<file path="src/rtl/csa_pkg.sv">
package csa_pkg;

    // Select encoding of a group multiplexer: the incoming carry value
    typedef enum logic {
        SEL_PLAIN = 1'b0,
        SEL_INCR  = 1'b1
    } csa_sel_e;

    localparam int FIRST_GRP_BITS = 2;

    // Nominal width of group k before truncation
    function automatic int grp_nominal(input int k);
        return (k < 2) ? FIRST_GRP_BITS : k + 1;
    endfunction

    // Least significant bit of group k
    function automatic int grp_lsb(input int k);
        int acc;
        acc = 0;
        for (int i = 0; i < k; i++) acc += grp_nominal(i);
        return acc;
    endfunction

    // Actual width of group k inside a WIDTH-bit adder
    function automatic int grp_width(input int k, input int width);
        int rem;
        rem = width - grp_lsb(k);
        return (grp_nominal(k) < rem) ? grp_nominal(k) : rem;
    endfunction

    // Number of groups needed to cover WIDTH bits
    function automatic int grp_count(input int width);
        int n;
        n = 0;
        while (grp_lsb(n) < width) n++;
        return n;
    endfunction

endpackage

</file>
<file path="src/rtl/csa_rca.sv">
module csa_rca #(
    parameter int N = 2
) (
    input  logic [N-1:0] op_a,
    input  logic [N-1:0] op_b,
    input  logic         c_in,
    output logic [N-1:0] s_out,
    output logic         c_out
);
    logic [N:0] chain;

    assign chain[0] = c_in;

    generate
        for (genvar i = 0; i < N; i++) begin : g_bit
            logic p_bit;
            assign p_bit       = op_a[i] ^ op_b[i];
            assign s_out[i]    = p_bit ^ chain[i];
            assign chain[i+1]  = (op_a[i] & op_b[i]) | (p_bit & chain[i]);
        end
    endgenerate

    assign c_out = chain[N];
endmodule

</file>
<file path="src/rtl/csa_bec.sv">
module csa_bec #(
    parameter int N = 2
) (
    input  logic [N:0] val_in,
    output logic [N:0] val_out
);
    // all_low[i] is the AND of every input bit below i
    logic [N:0] all_low;

    assign all_low[0] = 1'b1;
    assign val_out[0] = ~val_in[0];

    generate
        for (genvar i = 1; i <= N; i++) begin : g_inc
            assign all_low[i] = all_low[i-1] & val_in[i-1];
            assign val_out[i] = val_in[i] ^ all_low[i];
        end
    endgenerate
endmodule

</file>
<file path="src/rtl/csa_sel_mux.sv">
module csa_sel_mux #(
    parameter int N = 2
) (
    input  logic [N:0]         d_plain,
    input  logic [N:0]         d_incr,
    input  csa_pkg::csa_sel_e  sel,
    output logic [N:0]         y
);
    always_comb begin
        unique case (sel)
            csa_pkg::SEL_INCR:  y = d_incr;
            default:            y = d_plain;
        endcase
    end
endmodule

</file>
<file path="src/rtl/csa_group.sv">
module csa_group #(
    parameter int N = 3
) (
    input  logic [N-1:0] op_a,
    input  logic [N-1:0] op_b,
    input  logic         c_sel,
    output logic [N-1:0] s_out,
    output logic         c_out,
    output logic [N-1:0] raw_s,
    output logic         raw_c
);
    logic [N:0] plain_v;
    logic [N:0] incr_v;
    logic [N:0] pick_v;
    csa_pkg::csa_sel_e sel_e;

    csa_rca #(.N(N)) u_rca (
        .op_a  (op_a),
        .op_b  (op_b),
        .c_in  (1'b0),
        .s_out (raw_s),
        .c_out (raw_c)
    );

    assign plain_v = {raw_c, raw_s};

    csa_bec #(.N(N)) u_bec (
        .val_in  (plain_v),
        .val_out (incr_v)
    );

    assign sel_e = csa_pkg::csa_sel_e'(c_sel);

    csa_sel_mux #(.N(N)) u_mux (
        .d_plain (plain_v),
        .d_incr  (incr_v),
        .sel     (sel_e),
        .y       (pick_v)
    );

    assign s_out = pick_v[N-1:0];
    assign c_out = pick_v[N];
endmodule

</file>
<file path="src/rtl/csa_sqrt_adder.sv">
module csa_sqrt_adder #(
    parameter int WIDTH = 16
) (
    input  logic [WIDTH-1:0] a,
    input  logic [WIDTH-1:0] b,
    input  logic             cin,
    output logic [WIDTH-1:0] sum,
    output logic             cout
);
    localparam int NG  = csa_pkg::grp_count(WIDTH);
    localparam int GW0 = csa_pkg::grp_width(0, WIDTH);

    // Carry entering each group; gc[NG] leaves the top group
    logic [NG:0]      gc;
    // Zero-carry-in ripple results of every group, packed per bit position
    logic [WIDTH-1:0] raw_sum;
    logic [NG-1:0]    raw_co;

    assign gc[0] = cin;

    csa_rca #(.N(GW0)) u_low (
        .op_a  (a[GW0-1:0]),
        .op_b  (b[GW0-1:0]),
        .c_in  (cin),
        .s_out (sum[GW0-1:0]),
        .c_out (gc[1])
    );

    assign raw_sum[GW0-1:0] = sum[GW0-1:0];
    assign raw_co[0]        = gc[1];

    generate
        for (genvar k = 1; k < NG; k++) begin : g_grp
            localparam int LSB = csa_pkg::grp_lsb(k);
            localparam int GW  = csa_pkg::grp_width(k, WIDTH);

            csa_group #(.N(GW)) u_grp (
                .op_a  (a[LSB +: GW]),
                .op_b  (b[LSB +: GW]),
                .c_sel (gc[k]),
                .s_out (sum[LSB +: GW]),
                .c_out (gc[k+1]),
                .raw_s (raw_sum[LSB +: GW]),
                .raw_c (raw_co[k])
            );
        end
    endgenerate

    assign cout = gc[NG];
endmodule

</file>
<file path="config.mk">
export PLATFORM = sky130hd
export DESIGN_NAME = csa_sqrt_adder
export DESIGN_NICKNAME = d
export VERILOG_FILES = /design/src/rtl/csa_pkg.sv /design/src/rtl/csa_rca.sv /design/src/rtl/csa_bec.sv /design/src/rtl/csa_sel_mux.sv /design/src/rtl/csa_group.sv /design/src/rtl/csa_sqrt_adder.sv
export SDC_FILE = /design/constraint.sdc
export NUM_CORES = 1
export LEC_CHECK = 0
export ABC_AREA = 0
export ABC_CLOCK_PERIOD_IN_PS = 7300
export BUFFER_PORTS_ARGS = -buffer_cell sky130_fd_sc_hd__buf_2
export CAP_MARGIN = 10
export CORE_MARGIN = 5
export CORE_UTILIZATION = 45
export DETAILED_ROUTE_END_ITERATION = 8
export PLACE_DENSITY_LB_ADDON = 0.25
export SETUP_SLACK_MARGIN = 0.3
export SLEW_MARGIN = 10
export SYNTH_ARGS = -nofsm -noshare
export SYNTH_HDL_FRONTEND = slang
export SYNTH_SLANG_ARGS = --single-unit
</file>
<file path="constraint.sdc">
create_clock -name vclk -period 7.3
set_input_delay 0.73 -clock vclk [all_inputs]
set_output_delay 0.73 -clock vclk [all_outputs]
set_load 0.02 [all_outputs]
</file>
* After elaboration in Yosys (flattened, before gate mapping) *
Index checks and enable logic that the tools add are counted.

word-level totals
  output and inout bits = 17
  bits of input ports = 33
  logic and storage cells = 100
  flip-flop bits (word level) = 0

operators by class
  bitwise gates (word level) = 96
  mux-type cells = 4

operators with widths
  cell               number
  bitwise XOR 1 bit  42
  bitwise AND 1 bit  38
  bitwise OR 1 bit   12
  2-to-1 mux 6 bit   1
  2-to-1 mux 5 bit   1
  2-to-1 mux 4 bit   1
  inverter 1 bit     4
  2-to-1 mux 3 bit   1

* Logic depth before layout (Yosys ltp) *
Gate-level depths: netlist of the first run.

  depth in word-level cells = 11
  mapped depth = 12
  mapped depth without buffers = 12

* Cells and area by module *
Synthesis of the first run repeated with hierarchy kept, for this count alone.

unflattened totals
  cell total of the unflattened synthesis = 103
  area, all modules = 919.6 um^2

by module, submodules not included
  module                               seq. area each (um^2)  cells each  instances  area each (um^2)
  csa_rca at g_grp[1].u_grp.u_rca ...  0.0                    10          2          70.1
  csa_rca at g_grp[4].u_grp.u_rca      0.0                    15          1          137.6
  csa_rca at g_grp[3].u_grp.u_rca      0.0                    14          1          117.6
  csa_sel_mux at g_grp[4].u_grp.u_mux  0.0                    7           1          101.3
  csa_rca at g_grp[2].u_grp.u_rca      0.0                    13          1          97.6
  csa_bec at g_grp[4].u_grp.u_bec      0.0                    6           1          62.6
  csa_sel_mux at g_grp[3].u_grp.u_mux  0.0                    5           1          56.3
  csa_bec at g_grp[3].u_grp.u_bec      0.0                    5           1          50.0
  csa_sel_mux at g_grp[2].u_grp.u_mux  0.0                    4           1          45.0
  csa_bec at g_grp[2].u_grp.u_bec      0.0                    4           1          37.5
  csa_sel_mux at g_grp[1].u_grp.u_mux  0.0                    3           1          33.8
  csa_bec at g_grp[1].u_grp.u_bec      0.0                    3           1          25.0
  csa_group                            0.0                    1           4          3.8

* Worst setup path after synthesis of the first run *
Ideal clock, no wire load.

  path kind = input -> output
  start = in a[11]
  end = out cout
  required time = 6,570 ps
  path buffers = 0
  arrival time = 3,712 ps
  stages on the path = 12
  setup slack = 2,858 ps
  cells stage by stage = ha_1 > fa_1 > inv_1 > fa_1 > fa_1 > fa_1 > inv_1 > ha_1 > nand3_1 > a221o_2 > o2111a_1 > a311oi_1

on the way
  longest elaborated chain between the ends = 11
  elaborated cells between the ends (all ways) = 20
  classes of those cells = mux: 1; bitwise: 19

ends and longest elaborated chain
  item                                                           RTL line                      RTL
  from (decl)                                                    csa_sqrt_adder.sv:4           input logic [WIDTH-1:0] a,
  bitwise AND 1 bit (2 in series)                                csa_rca.sv:19                 assign chain[i+1] = (op_a[i] & op_b[i]) | (p_bit & chain[i]);
  bitwise OR 1 bit                                               csa_rca.sv:19
  bitwise AND 1 bit                                              csa_rca.sv:19
  bitwise OR 1 bit                                               csa_rca.sv:19
  bitwise AND 1 bit                                              csa_rca.sv:19
  bitwise OR 1 bit                                               csa_rca.sv:19
  bitwise AND 1 bit / bitwise XOR 1 bit (equally long branches)  csa_rca.sv:19, csa_rca.sv:18
  bitwise OR 1 bit / bitwise AND 1 bit (equally long branches)   csa_rca.sv:19, csa_bec.sv:15
  bitwise XOR 1 bit                                              csa_bec.sv:16                 assign val_out[i] = val_in[i] ^ all_low[i];
  2-to-1 mux 6 bit (*)                                           csa_sel_mux.sv:10             unique case (sel)
  to (decl)                                                      csa_sqrt_adder.sv:8           output logic cout

Mark *: on every way between the ends. The rest lies on a longest branch, timed or not.

* Worst setup path in the final report of the first run *
Ends and elaborated chain as after synthesis.

==> results of run 1 <==
-- layer usage --
| layer | global-route usage | wire length, um |
|---|---|---|
| met1 | 0.136 | 759 |
| met2 | 0.282 | 1260 |
| met3 | 0.0156 | 144 |
| met4 | 0 | 0 |
| met5 | 0 | 0 |
-- worst max path at each step --
stage | endpoint | cells after the start
6_report | cout | 14
5_1_grt | cout | 14
4_1_cts | sum[11] | 13
3_5_place_dp | sum[11] | 13
2_1_floorplan | cout | 12
3_3_place_gp | sum[11] | 13
-- final cells by class --
cell class	count	area share
Tap cell	28	0.0272
Timing Repair Buffer	50	0.194
Multi-Input combinational cell	83	0.700
Inverter	27	0.0786
-- critical path: stages --
cell	delay (ps)
sky130_fd_sc_hd__buf_2	80
sky130_fd_sc_hd__ha_1	160
sky130_fd_sc_hd__fa_1	180
sky130_fd_sc_hd__inv_1	50
sky130_fd_sc_hd__fa_1	390
sky130_fd_sc_hd__fa_1	410
sky130_fd_sc_hd__fa_1	460
sky130_fd_sc_hd__inv_1	90
sky130_fd_sc_hd__ha_1	280
sky130_fd_sc_hd__nand3_1	100
sky130_fd_sc_hd__a221o_2	380
sky130_fd_sc_hd__o2111a_1	130
sky130_fd_sc_hd__a311oi_1	220
sky130_fd_sc_hd__buf_2	210
-- synth_stat cells, types with 2 or more instances --
cell type                    n  area share
sky130_fd_sc_hd__nand3b_1    3       0.022
sky130_fd_sc_hd__clkbuf_1    2      0.0073
sky130_fd_sc_hd__and2_1      4       0.024
sky130_fd_sc_hd__nor4b_1     2       0.017
sky130_fd_sc_hd__ha_1       14        0.17
sky130_fd_sc_hd__nor2_1      2      0.0073
sky130_fd_sc_hd__o22ai_1     2       0.012
sky130_fd_sc_hd__xor2_1      3       0.026
sky130_fd_sc_hd__inv_1      27       0.099
sky130_fd_sc_hd__nor4_1      2       0.012
sky130_fd_sc_hd__mux2_2      6       0.066
sky130_fd_sc_hd__a2bb2oi_1   2       0.017
sky130_fd_sc_hd__fa_1       12        0.24
sky130_fd_sc_hd__or2_2       3       0.018
sky130_fd_sc_hd__nand2_1     5       0.018
sky130_fd_sc_hd__nor3_1      3       0.015
-- cells by family (layout without fill, tap and decap cells) --
group                    count (synthesis)  in the layout
AO/OA/AOI/OAI                           15             15
multiplexers                             6              6
XOR/XNOR                                 5              5
adder cells (fa/ha/maj)                 26             26
buffers and inverters                   31             77
AND/OR/NAND/NOR                         31             31
-- through the flow --
step	cells	setup slack [ps]
2_1_floorplan	114	2860
3_3_place_gp	188	2510
3_5_place_dp	188	2450
4_1_cts	188	2440
5_1_grt	188	2490
6_report	188	2700
-- power by group through the flow --
stage / Combinational, W / Clock, W / Sequential [W]
2_1_floorplan: 0.000111 / 0 / 0
3_3_place_gp: 0.000150 / 0 / 0
3_5_place_dp: 0.000155 / 0 / 0
4_1_cts: 0.000156 / 0 / 0
5_1_grt: 0.000172 / 0 / 0
6_report: 0.000154 / 0 / 0
-- cells in the final DEF, fill, tap and decap left out, types with 3 or more instances in the layout --
cell type,instances
sky130_fd_sc_hd__and2_1,4
sky130_fd_sc_hd__buf_2,50
sky130_fd_sc_hd__fa_1,12
sky130_fd_sc_hd__ha_1,14
sky130_fd_sc_hd__inv_1,27
sky130_fd_sc_hd__mux2_2,6
sky130_fd_sc_hd__nand2_1,5
sky130_fd_sc_hd__nand3b_1,3
sky130_fd_sc_hd__nor3_1,3
sky130_fd_sc_hd__or2_2,3
sky130_fd_sc_hd__xor2_1,3
==> insert_results.sql, run 1 <==
INSERT INTO impl_metrics (metric_group, metric, value, unit) VALUES
('clock_tree', 'post-cts-setup-buffer-count', '0', ''),
('finish', 'layout.area.seq', '0', 'um2'),
('timing', 'hold_violations', '0', ''),
('timing', 'setup_viol', '0', ''),
('synthesis', 'synth_sequential_area_ratio', '0', ''),
('timing', 'timing.fmax', '217', 'MHz'),
('critical_path', 'critical_path_data_required_time', '6570', 'ps'),
('synthesis', 'main_combinational_cell_family_by_area_after_synthesis', 'adder cells', ''),
('synthesis', 'post_synth_num_cell_types', '38', ''),
('finish', 'finish.utilization', '0.588', ''),
('floorplanning', 'core', '2190', 'um2'),
('power_and_ir_drop', 'p_switching', '0.0000854', 'W'),
('outcome', 'status', 'complete, no violations', ''),
('detailed_routing', 'via_per_inst', '4.99', ''),
('min_path', 'hp-start', 'b[1]', ''),
('detailed_routing', 'route.detailed.drc', '0', ''),
('global_routing', 'antenna_violations_before_repair', '0', ''),
('synthesis', 'yosys_warnings', '0', ''),
('detailed_routing', 'ant_nets', '0', ''),
('power_and_ir_drop', 'power.share.sequential', '0', ''),
('critical_path', 'arrival', '3870', 'ps'),
('finish', 'fillers', '199', ''),
('timing', 'worst_hold_margin', '1840', 'ps'),
('detailed_routing', 'wire_per_inst', '11.5', 'um'),
('synthesis', 'netlist_instances', '114', ''),
('power_and_ir_drop', 'clock_power_share', '0', ''),
('synthesis', 'synth_compound_gate_area_share', '0.146', ''),
('floorplanning', 'dieHeight', '57.7', 'um'),
('global_routing', 'grt.total_usage', '0.130', ''),
('timing', 'timing.setup.tns', '0', 'ps'),
('power_and_ir_drop', 'power.internal', '0.0000682', 'W'),
('min_path', 'min_to', 'sum[1]', ''),
('placed_design', 'place_hpwl', '1990', 'um'),
('synthesis', 'postSynthNetCount', '173', ''),
('synthesis', 'yosys.area_share.adder', '0.406', ''),
('timing', 'worst-slew-pin-transition', '681', 'ps'),
('finish', 'nets', '221', ''),
('power_and_ir_drop', 'totalPowerFinal', '0.000154', 'W'),
('synthesis', 'yosys.area_share.simple', '0.202', ''),
('timing', 'slew-limit-headroom', '0.545', ''),
('timing', 'rsz0062_at_grt', 'no', ''),
('global_routing', 'via_count_of_the_first_global_routing_pass', '900', ''),
('detailed_routing', 'detailedRoute.firstIterationViolations', '4', ''),
('clock_tree', 'cts-resized-gates', '0', ''),
('finish', 'n_sequential_cell', '0', ''),
('timing', 'final_max_slew_viol_count', '0', ''),
('power_and_ir_drop', 'ir_worst_vdd', '0.0676', 'mV'),
('floorplanning', 'die-area', '3320', 'um2'),
('detailed_routing', 'drt_first_pass_iters', '3', ''),
('synthesis', 'avgSynthCellArea', '8.97', 'um2'),
('finish', 'nClkBuffers', '0', ''),
('timing', 'final_min_period_over_clock_period', '0.630', ''),
('clock_tree', 'hold_buffers', '0', ''),
('finish', 'areaGrowthSynthToFinish', '26.1', '%'),
('floorplanning', 'die_w', '57.7', 'um'),
('critical_path', 'worstSetupPathType', 'input port to primary output', ''),
('min_path', 'worst_hold_path_type', 'input port to primary output', ''),
('timing', 'fin_crit', '4600', 'ps'),
('critical_path', 'critical_path.startpoint', 'a[11]', ''),
('placed_design', 'port-buffer-count', '50', ''),
('placed_design', 'gp_congestion', '0.748', ''),
('power_and_ir_drop', 'power_switching_share', '0.556', ''),
('floorplanning', 'floorplan.initialDensity', '0.467', ''),
('floorplanning', 'floorplan.io_pins', '50', ''),
('global_routing', 'gr-total-overflow', '0', ''),
('global_routing', 'grt_max_degree', '25', ''),
('job', 'maxCapViolCount', '0', ''),
('power_and_ir_drop', 'p_comb_frac', '1.000', ''),
('finish', 'antennaDiodeCount', '0', ''),
('placed_design', 'place_area', '1280', 'um2'),
('critical_path', 'timing.critical_path.to_type', 'primary output', ''),
('power_and_ir_drop', 'p_leak', '0.678', 'nW'),
('min_path', 'hold_path_depth', '3', ''),
('floorplanning', 'std_cell_rows', '17', ''),
('critical_path', 'worstPathMaxFanout', '7', ''),
('global_routing', 'grt_first_pass_wirelength', '3680', 'um'),
('synthesis', 'post_synth_xor_area_fraction', '0.0575', ''),
('synthesis', 'area_of_the_mapped_netlist', '1020', 'um2'),
('detailed_routing', 'routed-via-count', '939', ''),
('synthesis', 'synthMuxAreaShare', '0.0661', ''),
('finish', 'multi_input_area', '902', 'um2'),
('power_and_ir_drop', 'power_density', '119', 'nW/um2'),
('detailed_routing', 'total_detailed_routing_wirelength', '2160', 'um'),
('finish', 'drive_above_1_share', '0.413', ''),
('finish', 'post-route-cell-area', '1290', 'um2'),
('critical_path', 'startpoint_type', 'input port', '');
Note: power is estimated with default switching activity, not from simulation.
==> inputs of run 2 (changes only) <==
--- a/config.mk
+++ b/config.mk
@@ -6,7 +6,7 @@
 export NUM_CORES = 1
 export LEC_CHECK = 0
 export ABC_AREA = 0
-export ABC_CLOCK_PERIOD_IN_PS = 7300
+export ABC_CLOCK_PERIOD_IN_PS = 4300
 export BUFFER_PORTS_ARGS = -buffer_cell sky130_fd_sc_hd__buf_2
 export CAP_MARGIN = 10
 export CORE_MARGIN = 5
==> constraint.sdc (replaced) <==
create_clock -name vclk -period 4.3
set_input_delay 0.43 -clock vclk [all_inputs]
set_output_delay 0.43 -clock vclk [all_outputs]
set_load 0.02 [all_outputs]
==> run 2 against run 1 <==
  * Global-route usage is 2.7 points higher
  * Setup slack lost 2200 ps
  * Via count grew 5.1%
  * Worst hold slack got worse by 600 ps
  * Wire length increased by 16%
  * First-iteration DRC count fell by 25%
  * Critical path depth stayed put
  * Design area rose by 2.5%
  * Flip-flop and latch count is the same
  * Critical path type unchanged
==> insert_results.sql, run 2 (synthesis results as in run 1) <==
INSERT INTO impl_metrics (metric_group, metric, value, unit) VALUES
('timing', 'final_min_period_over_clock_period', '0.885', ''),
('power_and_ir_drop', 'ir_worst_vdd', '0.122', 'mV'),
('critical_path', 'most_frequent_cell_on_the_critical_path', 'sky130_fd_sc_hd__fa_1', ''),
('placed_design', 'place_hpwl', '2220', 'um'),
('timing', 'slew-limit-headroom', '0.720', ''),
('critical_path', 'critical_path.startpoint', 'a[11]', ''),
('detailed_routing', 'wire_per_inst', '13.1', 'um'),
('critical_path', 'worstSetupPathType', 'input port to primary output', ''),
('detailed_routing', 'ant_nets', '0', ''),
('clock_tree', 'hold_buffers', '0', ''),
('placed_design', 'port-buffer-count', '50', ''),
('global_routing', 'grt_first_pass_wirelength', '4370', 'um'),
('min_path', 'hp-start', 'b[1]', ''),
('floorplanning', 'die-area', '3320', 'um2'),
('critical_path', 'timing.critical_path.to_type', 'primary output', ''),
('critical_path', 'startpoint_type', 'input port', ''),
('placed_design', 'gp_congestion', '0.737', ''),
('global_routing', 'gr-total-overflow', '0', ''),
('floorplanning', 'dieHeight', '57.7', 'um'),
('finish', 'drive_above_1_share', '0.436', ''),
('timing', 'worst_hold_margin', '1250', 'ps'),
('detailed_routing', 'routed-via-count', '987', ''),
('power_and_ir_drop', 'p_leak', '0.691', 'nW'),
('finish', 'layout.cells.most_common_list', 'sky130_fd_sc_hd__buf_2, sky130_fd_sc_hd__inv_1, sky130_fd_sc_hd__ha_1, sky130_fd_sc_hd__fa_1, sky130_fd_sc_hd__mux2_2', ''),
('clock_tree', 'cts-resized-gates', '0', ''),
('global_routing', 'grt.total_usage', '0.157', ''),
('timing', 'worst-slew-pin-transition', '419', 'ps'),
('detailed_routing', 'drt_first_pass_iters', '2', ''),
('critical_path', 'arrival', '3380', 'ps'),
('detailed_routing', 'route.detailed.drc', '0', ''),
('placed_design', 'detailedPlace.worstSlack', '329', 'ps'),
('timing', 'fin_crit', '3810', 'ps'),
('finish', 'nets', '224', ''),
('finish', 'antennaDiodeCount', '0', ''),
('timing', 'hold_violations', '0', ''),
('clock_tree', 'post-cts-setup-buffer-count', '0', ''),
('min_path', 'worst_hold_path_type', 'input port to primary output', ''),
('timing', 'timing.setup.tns', '0', 'ps'),
('finish', 'nClkBuffers', '0', ''),
('global_routing', 'antenna_violations_before_repair', '0', ''),
('critical_path', 'cp_cell_sequence', 'buf_2, ha_1, fa_1, inv_1, fa_1, fa_2, fa_1, inv_2, ha_4, nand4bb_1, a221o_2, o2111a_1, a311oi_1, buf_2', ''),
('global_routing', 'grt_max_degree', '22', ''),
('job', 'maxCapViolCount', '0', ''),
('floorplanning', 'core', '2190', 'um2'),
('critical_path', 'critical-path-slowest-cell', 'sky130_fd_sc_hd__fa_1', ''),
('finish', 'fillers', '212', ''),
('floorplanning', 'die_w', '57.7', 'um'),
('detailed_routing', 'detailedRoute.firstIterationViolations', '3', ''),
('timing', 'timing.fmax', '263', 'MHz'),
('floorplanning', 'floorplan.io_pins', '50', ''),
('outcome', 'status', 'complete, no violations', ''),
('timing', 'postLayoutSetupSlackWorst', '493', 'ps'),
('power_and_ir_drop', 'power_density', '206', 'nW/um2'),
('timing', 'rsz0062_at_grt', 'no', ''),
('critical_path', 'crit_family', 'adder cells', ''),
('critical_path', 'number_of_buffers_and_inverters_on_the_critical_path', '4', ''),
('finish', 'multi_input_area', '912', 'um2'),
('floorplanning', 'std_cell_rows', '17', ''),
('detailed_routing', 'via_per_inst', '5.17', ''),
('finish', 'layout_commonest_cell', 'sky130_fd_sc_hd__buf_2', ''),
('finish', 'areaGrowthSynthToFinish', '29.3', '%'),
('timing', 'setup_viol', '0', ''),
('critical_path', 'slowest_delay', '470', 'ps'),
('critical_path', 'worstPathMaxFanout', '7', ''),
('floorplanning', 'floorplan.initialDensity', '0.467', ''),
('finish', 'layout.area.seq', '0', 'um2'),
('finish', 'finish.utilization', '0.603', ''),
('timing', 'final_max_slew_viol_count', '0', ''),
('finish', 'n_sequential_cell', '0', ''),
('critical_path', 'critical_path_data_required_time', '3870', 'ps'),
('global_routing', 'via_count_of_the_first_global_routing_pass', '1144', ''),
('detailed_routing', 'total_detailed_routing_wirelength', '2500', 'um');
## run 2: final timing paths
check                 endpoint  slack, ps  cells after the start
worst min-delay path    sum[1]       1250                      3
worst max-delay path      cout        490                     14
## run 2: layout make-up
type | count | share of cell area
repair buffers | 53 | 0.206
inverters | 27 | 0.0767
multi-input cells | 83 | 0.690
well taps | 28 | 0.0265
## run 2: tightest hold or removal path, stage by stage
cell and delay [ps]:
sky130_fd_sc_hd__buf_2 90, sky130_fd_sc_hd__fa_1 140, sky130_fd_sc_hd__buf_2 150
## run 2: stage by stage
step / std cells / power (W) / instance area [um2]
after CTS: 191 / 0.000271 / 1310
after detailed placement: 191 / 0.000270 / 1310
after global placement: 191 / 0.000256 / 1310
after floorplan: 114 / 0.000189 / 1020
after global routing: 191 / 0.000305 / 1320
final: 191 / 0.000272 / 1320
## run 2: routing by layer
layer / vias to the layer above / wire [um] / global-route usage
met5: - / 0 / 0
met4: 0 / 56 / 0.0364
met3: 6 / 132 / 0.00668
met2: 28 / 1520 / 0.348
met1: 461 / 793 / 0.151
li1: 492 / - / -
## run 2: power breakdown
part           internal (W)  switching, W  total [W]
registers                 0             0          0
logic              0.000121      0.000150   0.000272
clock network             0             0          0
total              0.000121      0.000150   0.000272
